[src/rtl/adc_lane_ser_pkg.sv]
package adc_lane_ser_pkg;

    typedef enum logic [1:0] {
        M_SDR2 = 2'd0,
        M_SDR4 = 2'd1,
        M_DDR2 = 2'd2
    } lane_mode_e;

    typedef struct packed {
        logic       active;
        lane_mode_e mode;
    } frame_stat_t;

    // double-edge takes priority and always runs 2-bit lanes
    function automatic lane_mode_e pick_mode(input logic w4, input logic ddr);
        if (ddr)
            return M_DDR2;
        else if (w4)
            return M_SDR4;
        return M_SDR2;
    endfunction

    function automatic int frame_cycles(input lane_mode_e m, input int word_w);
        return (m == M_SDR2) ? word_w / 2 : word_w / 4;
    endfunction

endpackage

[src/rtl/als_word_buf.sv]
module als_word_buf #(
    parameter int WORD_W = 16
) (
    input  logic              clk,
    input  logic              rst,
    input  logic              in_valid,
    input  logic [WORD_W-1:0] in_data,
    input  logic              take,
    output logic              has_word,
    output logic [WORD_W-1:0] word_out,
    output logic              ovf
);
    logic              pend_v;
    logic [WORD_W-1:0] pend_d;

    assign has_word = pend_v | in_valid;
    assign word_out = pend_v ? pend_d : in_data;

    always_ff @(posedge clk) begin
        if (rst) begin
            pend_v <= 1'b0;
            pend_d <= '0;
            ovf    <= 1'b0;
        end else if (take) begin
            if (pend_v) begin
                pend_v <= in_valid;
                if (in_valid)
                    pend_d <= in_data;
            end
        end else if (in_valid) begin
            if (pend_v) begin
                ovf <= 1'b1;
            end else begin
                pend_v <= 1'b1;
                pend_d <= in_data;
            end
        end
    end
endmodule

[src/rtl/als_frame_ctrl.sv]
module als_frame_ctrl
    import adc_lane_ser_pkg::*;
#(
    parameter int WORD_W = 16,
    localparam int CW = $clog2(WORD_W / 2)
) (
    input  logic              clk,
    input  logic              rst,
    input  logic              cfg_w4,
    input  logic              cfg_ddr,
    input  logic              has_word,
    input  logic [WORD_W-1:0] word_in,
    output logic              at_edge,
    output logic [WORD_W-1:0] word_q,
    output logic [CW-1:0]     cnt_q,
    output frame_stat_t       stat_q
);
    logic [CW-1:0] last_c;

    always_comb begin
        last_c = CW'(frame_cycles(stat_q.mode, WORD_W) - 1);
    end

    assign at_edge = !stat_q.active || (cnt_q == last_c);

    always_ff @(posedge clk) begin
        if (rst) begin
            stat_q <= '{active: 1'b0, mode: M_SDR2};
            cnt_q  <= '0;
            word_q <= '0;
        end else if (at_edge) begin
            if (has_word) begin
                stat_q <= '{active: 1'b1, mode: pick_mode(cfg_w4, cfg_ddr)};
                cnt_q  <= '0;
                word_q <= word_in;
            end else begin
                stat_q.active <= 1'b0;
            end
        end else begin
            cnt_q <= cnt_q + 1'b1;
        end
    end
endmodule

[src/rtl/als_lane_drive.sv]
module als_lane_drive
    import adc_lane_ser_pkg::*;
#(
    parameter int WORD_W = 16,
    localparam int CW = $clog2(WORD_W / 2),
    localparam int LANES = 4
) (
    input  logic              clk,
    input  logic              rst,
    input  logic [WORD_W-1:0] word_q,
    input  logic [CW-1:0]     cnt_q,
    input  frame_stat_t       stat_q,
    input  logic              ser_en_n,
    input  logic [1:0]        pin_in,
    output logic [LANES-1:0]  lane_out,
    output logic [LANES-1:0]  lane_oe,
    output logic              frame_start,
    output logic              reg_sck,
    output logic              reg_dat
);
    logic [1:0]       neg_q;
    logic [LANES-1:0] hi_v;
    logic [LANES-1:0] data_v;
    logic             ddr_on;

    function automatic logic [1:0] slice2(input logic [WORD_W-1:0] w, input int i);
        logic [WORD_W-1:0] t;
        t = w >> (WORD_W - 2 * (i + 1));
        return t[1:0];
    endfunction

    function automatic logic [3:0] slice4(input logic [WORD_W-1:0] w, input int i);
        logic [WORD_W-1:0] t;
        t = w >> (WORD_W - 4 * (i + 1));
        return t[3:0];
    endfunction

    assign ddr_on = stat_q.active && (stat_q.mode == M_DDR2);

    always_comb begin
        hi_v = '0;
        if (stat_q.active) begin
            case (stat_q.mode)
                M_SDR2:  hi_v = {2'b00, slice2(word_q, int'(cnt_q))};
                M_SDR4:  hi_v = slice4(word_q, int'(cnt_q));
                default: hi_v = {2'b00, slice2(word_q, 2 * int'(cnt_q))};
            endcase
        end
    end

    // odd slices of a double-edge frame, launched on the falling edge
    always_ff @(negedge clk) begin
        if (rst)
            neg_q <= 2'b00;
        else if (ddr_on)
            neg_q <= slice2(word_q, 2 * int'(cnt_q) + 1);
        else
            neg_q <= 2'b00;
    end

    // clock-phase multiplexer joins the two edge domains
    always_comb begin
        data_v = (ddr_on && !clk) ? {2'b00, neg_q} : hi_v;
    end

    always_comb begin
        if (!ser_en_n) begin
            lane_out = '0;
            lane_oe  = 4'b1100;
        end else begin
            lane_out = data_v;
            lane_oe  = 4'b1111;
        end
    end

    assign frame_start = stat_q.active && (cnt_q == '0);
    assign reg_sck     = !ser_en_n && pin_in[0];
    assign reg_dat     = !ser_en_n && pin_in[1];
endmodule

[src/rtl/adc_lane_ser.sv]
module adc_lane_ser
    import adc_lane_ser_pkg::*;
#(
    parameter int WORD_W = 16
) (
    input  logic              clk,
    input  logic              rst,
    input  logic              smp_valid,
    input  logic [WORD_W-1:0] smp_data,
    input  logic              cfg_w4,
    input  logic              cfg_ddr,
    input  logic              ser_en_n,
    input  logic [1:0]        pin_in,
    output logic [3:0]        lane_out,
    output logic [3:0]        lane_oe,
    output logic              frame_start,
    output logic              overflow,
    output logic              reg_sck,
    output logic              reg_dat
);
    localparam int CW = $clog2(WORD_W / 2);

    logic              at_edge;
    logic              has_word;
    logic [WORD_W-1:0] buf_word;
    logic [WORD_W-1:0] word_q;
    logic [CW-1:0]     cnt_q;
    frame_stat_t       cur_stat;

    als_word_buf #(.WORD_W(WORD_W)) u_buf (
        .clk      (clk),
        .rst      (rst),
        .in_valid (smp_valid),
        .in_data  (smp_data),
        .take     (at_edge),
        .has_word (has_word),
        .word_out (buf_word),
        .ovf      (overflow)
    );

    als_frame_ctrl #(.WORD_W(WORD_W)) u_ctrl (
        .clk      (clk),
        .rst      (rst),
        .cfg_w4   (cfg_w4),
        .cfg_ddr  (cfg_ddr),
        .has_word (has_word),
        .word_in  (buf_word),
        .at_edge  (at_edge),
        .word_q   (word_q),
        .cnt_q    (cnt_q),
        .stat_q   (cur_stat)
    );

    als_lane_drive #(.WORD_W(WORD_W)) u_drv (
        .clk         (clk),
        .rst         (rst),
        .word_q      (word_q),
        .cnt_q       (cnt_q),
        .stat_q      (cur_stat),
        .ser_en_n    (ser_en_n),
        .pin_in      (pin_in),
        .lane_out    (lane_out),
        .lane_oe     (lane_oe),
        .frame_start (frame_start),
        .reg_sck     (reg_sck),
        .reg_dat     (reg_dat)
    );
endmodule

[config.mk]
export PLATFORM = sky130hd
export DESIGN_NAME = adc_lane_ser
export DESIGN_NICKNAME = d
export VERILOG_FILES = /design/src/rtl/adc_lane_ser_pkg.sv /design/src/rtl/als_word_buf.sv /design/src/rtl/als_frame_ctrl.sv /design/src/rtl/als_lane_drive.sv /design/src/rtl/adc_lane_ser.sv
export SDC_FILE = /design/constraint.sdc
export NUM_CORES = 1
export LEC_CHECK = 0
export CORE_ASPECT_RATIO = 0.6
export CORE_MARGIN = 4
export CORE_UTILIZATION = 50
export DETAILED_ROUTE_END_ITERATION = 7
export DONT_BUFFER_PORTS = 1
export GPL_ROUTABILITY_DRIVEN = 1
export GPL_TIMING_DRIVEN = 0
export PLACE_DENSITY_LB_ADDON = 0.05
export SLEW_MARGIN = 20
export SYNTH_ARGS = -nofsm -noshare
export SYNTH_HDL_FRONTEND = slang
export SYNTH_SLANG_ARGS = --single-unit
[constraint.sdc]
create_clock -name clk -period 6.85 [get_ports clk]
set_input_delay 1.37 -clock clk [delete_from_list [all_inputs] [get_ports clk]]
set_output_delay 1.37 -clock clk [all_outputs]
set_load 0.02 [all_outputs]
==> impl_results.md <==
- Status: finished, final reports clean
- DRT iter0 DRCs: 135
- Async set-reset flop share out of synthesis: 0
- EDFF count, synth: 0
- Synthesized area: 2270 µm²
- Number of cell rows: 18
- Wire length per cell: 16.5 µm
- Core Box Area: 4230 µm²
- Critical path class: clock port to output port
- R2R Setup Slk: 0.97 ns
- Hold_sp: u_buf.pend_d[11]
- First drt pass iteration count: 4
- Die span in y: 60.2 µm
- Critical Path End Type: output port
- R2r endpoint: u_drv.neg_q[1]
- Power Dens Cells: 264 nW/µm²
- Die W: 95.0 µm
- Synth warnings: 0
- Port Buf Inserts: 0
- Worst-path maximum fanout: 2
- Syn Area/Cell: 8.51 µm²
- Post-route ant nets: 0
- Hold EP: u_buf.pend_d[11]
- Clk Latency, worst-skew pair: 0.47 ns
- All-Layer GR Usage: 0.233
- Vias/cell: 5.74
- Metal-1 WL: 2780 µm
- CP arrival: 4.94 ns
- Share of the synthesized area in the top cell type: 0.370
- Filler cells: 396
- Initial core utilization: 0.536
- Critical path origin: clk
- Synth top area cells: dfxtp_1 37%, mux2i_1 11%, nand2_1 6.3%
- CP max stage cell: o21ai_0
- Die area: 5720 µm²
- Cell area after layout: 2650 µm²
- Final setup viols: 0
- Sequential cell area: 841 µm²
- Max IR drop VDD: 0.161 mV
- Post-Syn Instances: 267
- DP HPWL: 4130 µm
- WHS Path Cells: 2
- RSZ-0062 raised after global routing: no
- GRT Residual Overflow: 0
- Critical Path Start Type: clock port
- Initial antenna violation count: 0
- Sequential fraction of the synthesis area: 0.370
- FF-to-FF Start: u_ctrl.cnt_q[0]
- Post-synth top area cell: dfxtp_1
- Worst-path clk slew: 0.07 ns
- Worst hold slack: 0.457 ns
- LEAKAGE: 0.983 nW
- Dpl cells: 328
- Layout cells sized above 1: 0.137
- Io pins: 36
- Worst slew margin: 0.495
- Setup Fix Bufs, Post-CTS: 0
- Maxcap violations: 0
- Post-Layout Cell Count: 352
- Measured slew at the worst slew-check pin: 0.757 ns
- Top routing layer in use: met4
- Final hold violations: 0
- Routed wl met2: 2300 µm
- Crit path largest cell delay: 0.27 ns
- Hold WC Path Type: register to register
- Layout area overhead: 16.5%
- DP Worst Slack: 0.953 ns
- DRC Markers: 0
- Area occupied by multi-input gates: 1280 µm²
- CTS tree: yes
- Tot Pwr: 698 µW
- Setup tns final: 0 ns
- Hold-fix buffers, CTS: 0
- Most used cell, CP: clkbuf_8
- Wirelength, routed: 5800 µm
- N_diodes: 0
- Layout Nets: 317
- Final Max Tran Viols: 0
- CTS resizes: 0
- Worst reg-to-reg path cell count: 9
- Top FF cell, synth: dfxtp_1
- CP required: 5.48 ns
- Synth cell types: 40
- Vias in the first global route: 1972
- Final setup margin: 0.538 ns
- Met3 wire length: 647 µm
- Dpl cell area: 2350 µm²
- Largest net degree at the start of global routing: 13
- Vias: 2019
- First-pass GRT wire length: 9440 µm
- Cell Chain, Critical Path: clkbuf_8, clkbuf_8, clkbuf_8, clkbuf_8, clkbuf_8, o211ai_1, nor3_1, nor2_1, clkbuf_8, clkbuf_8, o21ai_0
- RePlAce Congestion: 0.918
- Flops & latches, synth: 42
- Util after Layout: 0.625
- Worst Skew: 0.0833 ns
worst max path at each step:
stage / endpoint / depth (start not counted)
floorplan: lane_out[0] / 3
global placement: u_drv.neg_q[1] / 9
detailed placement: u_drv.neg_q[1] / 9
CTS: lane_out[0] / 11
global route: lane_out[0] / 11
finish: lane_out[0] / 11
state kept, by name, summed over array words and instances, names as in the netlist:
register / cells
u_ctrl.stat_q: 3
u_ctrl.cnt_q: 3
u_buf.pend_d: 16
u_drv.neg_q: 2
u_buf.pend_v: 1
u_buf.ovf: 1
u_ctrl.word_q: 16
synthesized netlist by cell type, types with 3 or more instances:
cell type and instances:
a211oi_1 17, a21oi_1 25, and3_1 4, buf_2 5, buf_4 4, clkbuf_1 10
dfxtp_1 42, ha_1 4, inv_1 4, mux2i_1 25, mux4_2 4, nand2_1 38
nand3b_1 6, nor2_1 30, nor2b_1 5, nor3_1 7, o21ai_0 8, xor2_1 3
per-layer routing:
metal  vias up  GRT usage
met5         -          0
met4         0      0.144
met2        85      0.295
met3        11      0.118
met1       948      0.307
li1        975          -
area by class of cell:
type / instances / share of cell area
Inverter: 3 / 0.00426
Clock buffer: 22 / 0.0993
Sequential cell: 42 / 0.318
Multi-Input combinational cell: 198 / 0.484
Clock inverter: 3 / 0.0142
Tap cell: 60 / 0.0284
Buffer: 24 / 0.0520
placed cells by master (no fill, tap or decap), drive strengths merged, types with 2 or more instances in the layout:
master / count
nor2: 30
mux4: 4
inv: 5
a21oi: 26
o21ai: 8
mux2i: 25
buf: 14
nor2b: 5
a31oi: 2
conb: 2
dfxtp: 42
ha: 4
a22o: 2
nor3: 7
a211oi: 17
nand3b: 6
and3: 4
xor2: 3
clkbuf: 32
o22ai: 2
nand2: 38
logic make-up (layout without fill, tap and decap cells):
family                     count (synthesis)  after routing  share of synthesized area
AOI/OAI and AO/OA                         61             61                      0.172
other                                      1              2                    0.00165
xor gates and xnor gates                   4              4                     0.0154
DFF                                       42             42                      0.370
buffers and inverters                     28             52                     0.0672
adders and majority gates                  4              4                     0.0220
muxes                                     30             30                      0.155
and+or+nand+nor                           97             97                      0.197
power breakdown:
| group | internal, mW | total (mW) | switching (mW) |
|---|---|---|---|
| logic | 0.0401 | 0.0976 | 0.0575 |
| registers | 0.261 | 0.275 | 0.0134 |
| clock network | 0.207 | 0.326 | 0.119 |
| total | 0.508 | 0.698 | 0.190 |
worst max-delay path: cells and delay by family:
family	cells	cell delay (ns)
buf+inv	7	0.87
compound gates	2	0.42
simple gates	2	0.22
Power figures use the tool's default switching activity.
